$ cat src/rtl/fprep_pkg.sv
package fprep_pkg;
  typedef enum logic [1:0] {
    ST_IDLE = 2'd0,
    ST_FILL = 2'd1,
    ST_PLAY = 2'd2
  } seq_state_e;
endpackage

$ cat src/rtl/fprep_buffer.sv
module fprep_buffer #(
  parameter int DW    = 32,
  parameter int DEPTH = 16,
  localparam int IW   = (DEPTH > 1) ? $clog2(DEPTH) : 1
) (
  input  logic          clk_i,
  input  logic          rst_ni,
  input  logic          wr_en_i,
  input  logic [IW-1:0] wr_idx_i,
  input  logic [DW-1:0] wr_data_i,
  input  logic [IW-1:0] rd_idx_i,
  output logic [DW-1:0] rd_data_o
);
  logic [DW-1:0] slot_q [DEPTH];

  for (genvar g = 0; g < DEPTH; g++) begin : g_slot
    always_ff @(posedge clk_i or negedge rst_ni) begin
      if (!rst_ni)                                  slot_q[g] <= '0;
      else if (wr_en_i && wr_idx_i == IW'(g))       slot_q[g] <= wr_data_i;
    end
  end

  assign rd_data_o = slot_q[rd_idx_i];
endmodule

$ cat src/rtl/fprep_ctrl.sv
module fprep_ctrl
  import fprep_pkg::*;
#(
  parameter int DEPTH  = 16,
  parameter int ITER_W = 16,
  localparam int LEN_W = $clog2(DEPTH + 1),
  localparam int IW    = (DEPTH > 1) ? $clog2(DEPTH) : 1
) (
  input  logic              clk_i,
  input  logic              rst_ni,
  input  logic              cfg_valid_i,
  input  logic [LEN_W-1:0]  cfg_len_i,
  input  logic [ITER_W-1:0] cfg_iter_i,
  output logic              cfg_ready_o,
  output logic              err_o,
  input  logic              cap_fire_i,
  input  logic              play_fire_i,
  output seq_state_e        state_o,
  output logic [IW-1:0]     wr_idx_o,
  output logic [IW-1:0]     rd_idx_o
);
  seq_state_e        state_q;
  logic [LEN_W-1:0]  len_q;
  logic [ITER_W-1:0] iter_q;
  logic [IW-1:0]     wr_q, rd_q;
  logic              err_q;

  logic cfg_fire, cfg_ok, wr_last, rd_last;

  assign cfg_ready_o = (state_q == ST_IDLE);
  assign cfg_fire    = cfg_valid_i && cfg_ready_o;
  assign cfg_ok      = (cfg_len_i != '0) && (cfg_len_i <= LEN_W'(DEPTH)) && (cfg_iter_i != '0);
  assign wr_last     = (LEN_W'(wr_q) + LEN_W'(1)) == len_q;
  assign rd_last     = (LEN_W'(rd_q) + LEN_W'(1)) == len_q;

  always_ff @(posedge clk_i or negedge rst_ni) begin
    if (!rst_ni) begin
      state_q <= ST_IDLE;
      len_q   <= '0;
      iter_q  <= '0;
      wr_q    <= '0;
      rd_q    <= '0;
      err_q   <= 1'b0;
    end else begin
      err_q <= cfg_fire && !cfg_ok;
      unique case (state_q)
        ST_IDLE: if (cfg_fire && cfg_ok) begin
          state_q <= ST_FILL;
          len_q   <= cfg_len_i;
          iter_q  <= cfg_iter_i;
          wr_q    <= '0;
          rd_q    <= '0;
        end
        ST_FILL: if (cap_fire_i) begin
          if (wr_last) state_q <= ST_PLAY;
          else         wr_q    <= wr_q + IW'(1);
        end
        ST_PLAY: if (play_fire_i) begin
          if (rd_last) begin
            rd_q <= '0;
            if (iter_q == ITER_W'(1)) state_q <= ST_IDLE;
            else                      iter_q  <= iter_q - ITER_W'(1);
          end else begin
            rd_q <= rd_q + IW'(1);
          end
        end
        default: state_q <= ST_IDLE;
      endcase
    end
  end

  assign state_o  = state_q;
  assign wr_idx_o = wr_q;
  assign rd_idx_o = rd_q;
  assign err_o    = err_q;
endmodule

$ cat src/rtl/fprep_steer.sv
module fprep_steer
  import fprep_pkg::*;
#(
  parameter int DW = 32
) (
  input  seq_state_e    state_i,
  input  logic          instr_valid_i,
  input  logic [DW-1:0] instr_data_i,
  input  logic          instr_is_fp_i,
  output logic          instr_ready_o,
  input  logic [DW-1:0] buf_data_i,
  output logic          cap_fire_o,
  output logic          play_fire_o,
  output logic          int_valid_o,
  input  logic          int_ready_i,
  output logic [DW-1:0] int_data_o,
  output logic          fp_valid_o,
  input  logic          fp_ready_i,
  output logic [DW-1:0] fp_data_o
);
  logic fp_in, fp_take;

  assign fp_in       = instr_valid_i && instr_is_fp_i;
  assign int_valid_o = instr_valid_i && !instr_is_fp_i;
  assign int_data_o  = instr_data_i;

  always_comb begin
    fp_valid_o  = 1'b0;
    fp_data_o   = instr_data_i;
    fp_take     = 1'b0;
    cap_fire_o  = 1'b0;
    play_fire_o = 1'b0;
    unique case (state_i)
      ST_FILL: begin
        fp_take    = 1'b1;
        cap_fire_o = fp_in;
      end
      ST_PLAY: begin
        fp_valid_o  = 1'b1;
        fp_data_o   = buf_data_i;
        play_fire_o = fp_ready_i;
      end
      default: begin
        fp_valid_o = fp_in;
        fp_take    = fp_ready_i;
      end
    endcase
  end

  assign instr_ready_o = instr_is_fp_i ? fp_take : int_ready_i;
endmodule

$ cat src/rtl/fp_repeat_seq.sv
module fp_repeat_seq
  import fprep_pkg::*;
#(
  parameter int DW     = 32,
  parameter int DEPTH  = 16,
  parameter int ITER_W = 16,
  localparam int LEN_W = $clog2(DEPTH + 1),
  localparam int IW    = (DEPTH > 1) ? $clog2(DEPTH) : 1
) (
  input  logic              clk_i,
  input  logic              rst_ni,
  input  logic              cfg_valid_i,
  output logic              cfg_ready_o,
  input  logic [LEN_W-1:0]  cfg_len_i,
  input  logic [ITER_W-1:0] cfg_iter_i,
  output logic              err_o,
  input  logic              instr_valid_i,
  output logic              instr_ready_o,
  input  logic [DW-1:0]     instr_data_i,
  input  logic              instr_is_fp_i,
  output logic              int_valid_o,
  input  logic              int_ready_i,
  output logic [DW-1:0]     int_data_o,
  output logic              fp_valid_o,
  input  logic              fp_ready_i,
  output logic [DW-1:0]     fp_data_o,
  output logic              busy_o
);
  seq_state_e    state;
  logic [IW-1:0] wr_idx, rd_idx;
  logic [DW-1:0] buf_data;
  logic          cap_fire, play_fire;

  fprep_ctrl #(.DEPTH(DEPTH), .ITER_W(ITER_W)) u_ctrl (
    .clk_i, .rst_ni,
    .cfg_valid_i, .cfg_len_i, .cfg_iter_i, .cfg_ready_o, .err_o,
    .cap_fire_i(cap_fire), .play_fire_i(play_fire),
    .state_o(state), .wr_idx_o(wr_idx), .rd_idx_o(rd_idx)
  );

  fprep_buffer #(.DW(DW), .DEPTH(DEPTH)) u_buf (
    .clk_i, .rst_ni,
    .wr_en_i(cap_fire), .wr_idx_i(wr_idx), .wr_data_i(instr_data_i),
    .rd_idx_i(rd_idx), .rd_data_o(buf_data)
  );

  fprep_steer #(.DW(DW)) u_steer (
    .state_i(state),
    .instr_valid_i, .instr_data_i, .instr_is_fp_i, .instr_ready_o,
    .buf_data_i(buf_data), .cap_fire_o(cap_fire), .play_fire_o(play_fire),
    .int_valid_o, .int_ready_i, .int_data_o,
    .fp_valid_o, .fp_ready_i, .fp_data_o
  );

  assign busy_o = (state != ST_IDLE);
endmodule

$ cat config.mk
export PLATFORM = sky130hd
export DESIGN_NAME = fp_repeat_seq
export DESIGN_NICKNAME = d
export VERILOG_FILES = /design/src/rtl/fprep_pkg.sv /design/src/rtl/fprep_buffer.sv /design/src/rtl/fprep_ctrl.sv /design/src/rtl/fprep_steer.sv /design/src/rtl/fp_repeat_seq.sv
export SDC_FILE = /design/constraint.sdc
export NUM_CORES = 1
export LEC_CHECK = 0
export ABC_AREA = 1
export BUFFER_PORTS_ARGS = -buffer_cell sky130_fd_sc_hd__buf_4
export CORE_AREA = 2 2 285 217
export DETAILED_ROUTE_END_ITERATION = 8
export DIE_AREA = 0 0 287 219
export PLACE_DENSITY = 0.62
export SLEW_MARGIN = 20
export SYNTH_ARGS = -nofsm -noshare
export SYNTH_HDL_FRONTEND = slang
export SYNTH_SLANG_ARGS = --single-unit
$ cat constraint.sdc
create_clock -name clk_i -period 3.85 [get_ports clk_i]
set_input_delay 0 -clock clk_i [delete_from_list [all_inputs] [get_ports clk_i]]
set_output_delay 0 -clock clk_i [all_outputs]
set_load 0.005 [all_outputs]
* Word level (Yosys, flattened, before mapping)
Cells that the tools add are included.
** Storage, ports and cells
- Bits in registers :: 544
- Logic and storage cells :: 123
- Output and inout bits :: 70
- Input port bits :: 60
** Cells by class
- Eq/ne operators :: 28
- $lt $le $gt $ge :: 2
- Reductions and logical operators :: 37
- Mux-type cells :: 28
- Add/sub/neg operators :: 5
- Bitwise operators :: 1
** Operators with widths (count)
- $bmux W32 S4 :: 1
- $mux W32 :: 3
- $mux W16 :: 4
- $eq A4 B4 Y1 const B :: 8
- $pmux W16 S2 :: 1
- $logic_and A1 B1 Y1 :: 23
- $mux W4 :: 5
- $eq A16 B1 Y1 const B :: 1
- $eq A4 B3 Y1 const B :: 4
- $pmux W4 S2 :: 2
- $reduce_bool A16 Y1 :: 1
- $sub A16 B1 Y16 const B :: 1
- $mux W2 :: 6
- $add A4 B1 Y5 const B :: 2
- $eq A5 B5 Y1 :: 2
- $add A4 B1 Y4 const B :: 2
- $eq A4 B2 Y1 const B :: 2
- $ne A2 B1 Y1 const B :: 4
- $ne A2 B2 Y1 const B :: 4
- $pmux W2 S3 :: 1
- $reduce_and A6 Y1 :: 1
- $reduce_bool A2 Y1 :: 3
- $ge A5 B5 Y1 const B :: 1
- $le A5 B5 Y1 const B :: 1
- other kinds (14) :: 18

* Depth between registers and ports, before layout
- Depth in word-level cells :: 6
- Depth in mapped cells :: 13
- Mapped depth without buffers :: 13

* Hierarchy
A second synthesis with hierarchy kept.
** Second synthesis, totals
- Cell total of the unflattened synthesis :: 3735
- Area, all modules :: 27654.0 um2
** By module, submodules not included
- fprep_buffer :: area an instance 24596.1 um2, seq. area each 12812.3 um2, times used 1, cells an instance 3246
- fprep_ctrl :: area an instance 2243.4 um2, seq. area each 800.8 um2, times used 1, cells an instance 329
- fprep_steer :: area an instance 803.3 um2, seq. area each 0.0 um2, times used 1, cells an instance 157
- fp_repeat_seq :: area an instance 11.3 um2, seq. area each 0.0 um2, times used 1, cells an instance 3

* Worst setup path before layout
Ideal clock, no wire load.
- Path type :: register to register
- Start :: register u_ctrl.state_q[1], in the netlist u_ctrl.state_o[1]
- End :: register u_buf.slot_q[335] (netlist bit)
- Setup time :: 0.141 ns
- Slack :: 1.805 ns
- Arrival :: 1.904 ns
- Buffers on the path :: 3
- Stages on the path, launching flop included :: 11
- Required time :: 3.709 ns
- Period minus slack after synthesis :: 2.045 ns
- Path through :: dfrtp_1 > inv_1 > ha_1 > buf_4 > inv_4 > nor2_8 > inv_2 > buf_6 > nor4_4 > buf_6 > a21oi_1
** Between the ends
- Cells in the longest elaborated chain, start to end :: 3
** Ends and longest elaborated chain
- start: declaration :: RTL line fprep_ctrl.sv:22 : seq_state_e state_q;
- start signal: assignment :: RTL line fprep_ctrl.sv:38 : state_q <= ST_IDLE;
- start signal: assignment :: RTL line fprep_ctrl.sv:48 : state_q <= ST_FILL;
- start signal: assignment :: RTL line fprep_ctrl.sv:55 : if (wr_last) state_q <= ST_PLAY;
- $eq A2 B1 Y1 :: RTL line fprep_steer.sv:33 : unique case (state_i)
- $mux W1 :: RTL line fprep_steer.sv:33
- $logic_and A1 B1 Y1 :: RTL line fprep_buffer.sv:19 : else if (wr_en_i && wr_idx_i == IW'(g)) slot_q[g] <= wr_data_i;
- end signal: indexed assignment :: RTL line fprep_buffer.sv:19
- end: declaration :: RTL line fprep_buffer.sv:14 : logic [DW-1:0] slot_q [DEPTH];
Every way passes these cells.
A chain may end at the register's enable or synchronous reset.

* Worst setup path in the final report
- Start :: register u_ctrl.rd_q[1], in the netlist u_ctrl.rd_idx_o[1]
- End :: output port fp_data_o[20]
** Between the ends
- Cells in the longest elaborated chain, start to end :: 5
** Ends and longest elaborated chain
- start: declaration :: RTL line fprep_ctrl.sv:25 : logic [IW-1:0] wr_q, rd_q;
- start signal: assignment :: RTL line fprep_ctrl.sv:64 : rd_q <= rd_q + IW'(1);
- $not A4 Y5 (not written as such) :: RTL line fprep_buffer.sv:23 : assign rd_data_o = slot_q[rd_idx_i];
- $bmux W32 S4 :: RTL line fprep_buffer.sv:23
- $mux W32 (not written as such) (2 in a row) :: RTL line fprep_buffer.sv:23
- $mux W32 :: RTL line fprep_steer.sv:33
- end: declaration :: RTL line fp_repeat_seq.sv:26 : output logic [DW-1:0] fp_data_o,
Every way passes these cells. The select of a mux whose other input is x is not followed.

==> PnR_summary.wiki <==
{| class="wikitable"
! Metric !! Value
|-
| Cts bufs inserted || 56
|-
| Area added between synthesis and finish || 13.6%
|-
| Setup TNS || 0 ps
|-
| Average size of a mapped cell || 8.30 sq um
|-
| Height of the die || 219 um
|-
| Seq/Total Area, Yosys || 0.509
|-
| Synth cell types || 32
|-
| Drt initial violations || 2162
|-
| Area of the core || 59900 sq um
|-
| Top cells by area in the synthesized netlist || sky130_fd_sc_hd__dfrtp_1, sky130_fd_sc_hd__o21ai_0, sky130_fd_sc_hd__nand2_1
|-
| Maximum operating frequency || 306 MHz
|-
| Iteration count of the initial detailed-routing pass || 6
|-
| Area of the mapped netlist || 26700 sq um
|-
| Area of all placed cells without fillers || 30400 sq um
|-
| Clock tree from TritonCTS || done
|-
| Number of nets still failing antenna checks after routing || 0
|-
| Final nets || 3311
|-
| Placement-stage worst setup slack || 1150 ps
|-
| Via-to-Cell Ratio || 5.44
|-
| # resized after CTS || 0
|-
| H-Tree Depth || 2
|-
| Path type of the worst min-delay path || in -> async
|-
| Via count || 22200
|-
| Library cell occupying the most area in the post-synthesis netlist || sky130_fd_sc_hd__dfrtp_1
|-
| Number of global-route vias before repair || 21400
|-
| Post-synthesis cell count || 3222
|-
| Post-detailed-placement cell area || 27900 sq um
|-
| TritonCTS Sinks || 544
|-
| Number of failing setup endpoints in the final timing report || 0
|-
| Met3 GRT Util || 0.0360
|-
| Slack of the critical path || 578 ps
|-
| Reg2Reg Depth || 9
|-
| Number of buffer cells added on primary ports || 129
|-
| Largest net degree at the start of global routing || 229
|-
| Clock Tree Buf Depth || 3
|-
| Number of antenna repair diodes || 0
|-
| Most frequent cells after synthesis || sky130_fd_sc_hd__nand2_1, sky130_fd_sc_hd__o21ai_0, sky130_fd_sc_hd__dfrtp_1, sky130_fd_sc_hd__nor2_1, sky130_fd_sc_hd__a21oi_1
|-
| Overall track demand over capacity in global routing || 0.244
|-
| Most used standard cell by instance count after synthesis || sky130_fd_sc_hd__nand2_1
|-
| Number of max-cap violations || 0
|-
| Worst Max-Slew Pin Slew || 1100 ps
|-
| Element type at the critical path end || primary output
|-
| Number of antenna violations at the first check in global routing || 1
|-
| Worst setup path category || reg -> out
|-
| Row count || 78
|-
| # hold bufs at CTS || 57
|-
| Clock transition at path regs || 60 ps
|-
| Met1 demand-to-capacity share in global routing || 0.347
|-
| Yosys reg bits || 544
|-
| Initial Util || 0.446
|-
| Share of synthesized flip-flops with an asynchronous set or reset || 1.00
|-
| Max stage delay on crit path || 800 ps
|-
| Final clock period utilization by the worst path || 0.850
|-
| Biggest fanout along the worst timing path || 40
|-
| Die width || 287 um
|-
| Unrepaired setup endpoints after global routing || no
|-
| CP cell instances || inv_1, buf_12, a21oi_1, o21ai_0, nand3_1, o211ai_1, nand3_1, o21ai_0, buf_4
|-
| Number of top-level design ports || 130
|-
| Final global-route overflow total || 0
|-
| Shortest period the worst path allows || 3270 ps
|-
| Clock latency on the worst-skew pair || 620 ps
|-
| Gr busiest metal || met2
|-
| Share of the synthesized area in the top cell type || 0.509
|-
| Prevailing post-synth register cell || sky130_fd_sc_hd__dfrtp_1
|-
| WP data required || 3850 ps
|-
| Clock root buffer master || sky130_fd_sc_hd__clkbuf_16
|-
| Wire per inst || 18.7 um
|-
| Die area || 62900 sq um
|-
| Result of the run || finished, final reports clean
|-
| Synthesis warning total || 0
|-
| Slowest cell on the critical path || sky130_fd_sc_hd__dfrtp_4
|-
| Post-detailed-route DRC marker count || 0
|-
| Worst setup skew after layout || 13.0 ps
|-
| Max_slew headroom || 0.269
|-
| Maximum VDD drop || 0.346 mV
|-
| Leakage power of the design || 13.8 nW
|-
| Total wire length || 76.5 mm
|-
| Number of failing hold endpoints at the final stage || 0
|-
| Cell area power density || 598 nW/um^2
|-
| Post-CTS Repair Setup Buffers || 0
|-
| Post-DP HPWL || 43.8 mm
|-
| Arrival time of the worst setup path || 3270 ps
|-
| Critical Path Source Type || register
|-
| Count of flip-flops with a built-in enable after synthesis || 0
|-
| Global-route wire length before repair || 121 mm
|-
| Slew Viols, Final || 0
|-
| Share of layout cells above drive strength 1 || 0.134
|-
| Placer Congestion || 0.843
|-
| Syn nets || 3293
|-
| Global-route track usage on met2 || 0.388
|}
-- registers in the layout, indices dropped and copies added, names as in the netlist --
name	flops
u_ctrl.err_o	1
u_ctrl.wr_idx_o	4
u_ctrl.state_o	2
u_ctrl.iter_q	16
u_ctrl.rd_idx_o	4
u_ctrl.len_q	5
u_buf.slot_q	512
-- power breakdown --
group	switching, W	total, W	leakage (nW)	internal (W)
clock	0.00238	0.00573	0.953	0.00335
combinational	0.00338	0.00528	6.18	0.00190
sequential	0.000569	0.00715	6.69	0.00658
total	0.00633	0.0182	13.8	0.0118
-- worst max-delay path: cells and delay by family (launching register included) --
kind	cells	cell delay (ps)
buffers and inverters	3	1010
AO/OA/AOI/OAI	4	560
AND/OR/NAND/NOR	2	250
flip-flops	1	800
-- per-stage QoR --
stage / hold slack, ps / utilization / std cells / total power [W]
floorplan: -296 / - / 3222 / 0.0107
global placement: 140 / 0.465 / 3925 / 0.0123
detailed placement: 151 / 0.465 / 3925 / 0.0124
CTS: 76.2 / 0.507 / 4082 / 0.0183
global route: 134 / 0.507 / 4082 / 0.0193
finish: 74.4 / 0.507 / 4082 / 0.0182
-- cell type report --
class	count	area (sq um)
fillers	5604	29600
flip-flops and latches	544	13600
multi-input cells	2172	10800
repair buffers	234	2110
clock buffers	78	1620
well taps	800	1000
inverters	232	873
clock inverters	22	314
-- logic make-up (layout without fill, tap and decap cells) --
family | count (synthesis) | after routing | share of synthesized area
mux | 32 | 32 | 0.0120
simple gates | 1089 | 1089 | 0.168
xor+xnor | 6 | 6 | 0.00197
compound gates | 1034 | 1034 | 0.217
buf+inv | 506 | 566 | 0.0864
flops | 544 | 544 | 0.509
fa+ha+maj | 11 | 11 | 0.00515
-- per-layer routing --
metal | vias to the layer above | wire length, um
li1 | 10600 | -
met1 | 10700 | 34300
met2 | 822 | 34900
met3 | 123 | 5320
met4 | 2 | 1990
met5 | - | 16
-- layout by cell type (no fill, tap or decap), types with 16 or more instances in the layout --
master | netlist | final
sky130_fd_sc_hd__a21oi_1 | 285 | 285
sky130_fd_sc_hd__a21oi_2 | 140 | 140
sky130_fd_sc_hd__buf_12 | 0 | 16
sky130_fd_sc_hd__buf_4 | 36 | 160
sky130_fd_sc_hd__clkbuf_16 | 0 | 56
sky130_fd_sc_hd__dfrtp_1 | 544 | 542
sky130_fd_sc_hd__dlygate4sd3_1 | 0 | 57
sky130_fd_sc_hd__inv_1 | 227 | 224
sky130_fd_sc_hd__mux2i_1 | 32 | 32
sky130_fd_sc_hd__nand2_1 | 610 | 610
sky130_fd_sc_hd__nand3_1 | 100 | 100
sky130_fd_sc_hd__nor2_1 | 349 | 348
sky130_fd_sc_hd__o211ai_1 | 33 | 33
sky130_fd_sc_hd__o21ai_0 | 565 | 565
-- final timing paths --
| kind | start | to | slack [ps] |
|---|---|---|---|
| worst max-delay path | u_ctrl.rd_idx_o[1] | fp_data_o[20] | 580 |
| worst min-delay path | rst_ni | u_buf.slot_q[393] | 70 |
| worst max register to register | u_ctrl.rd_idx_o[1] | u_ctrl.iter_q[3] | 1140 |
| worst min register to register | u_buf.slot_q[61] | u_buf.slot_q[61] | 480 |
| max in group asynchronous | rst_ni | u_buf.slot_q[236] | 2730 |
| min in group clk_i | instr_valid_i | u_ctrl.wr_idx_o[0] | 110 |
Note: power is estimated with default switching activity, not from simulation.
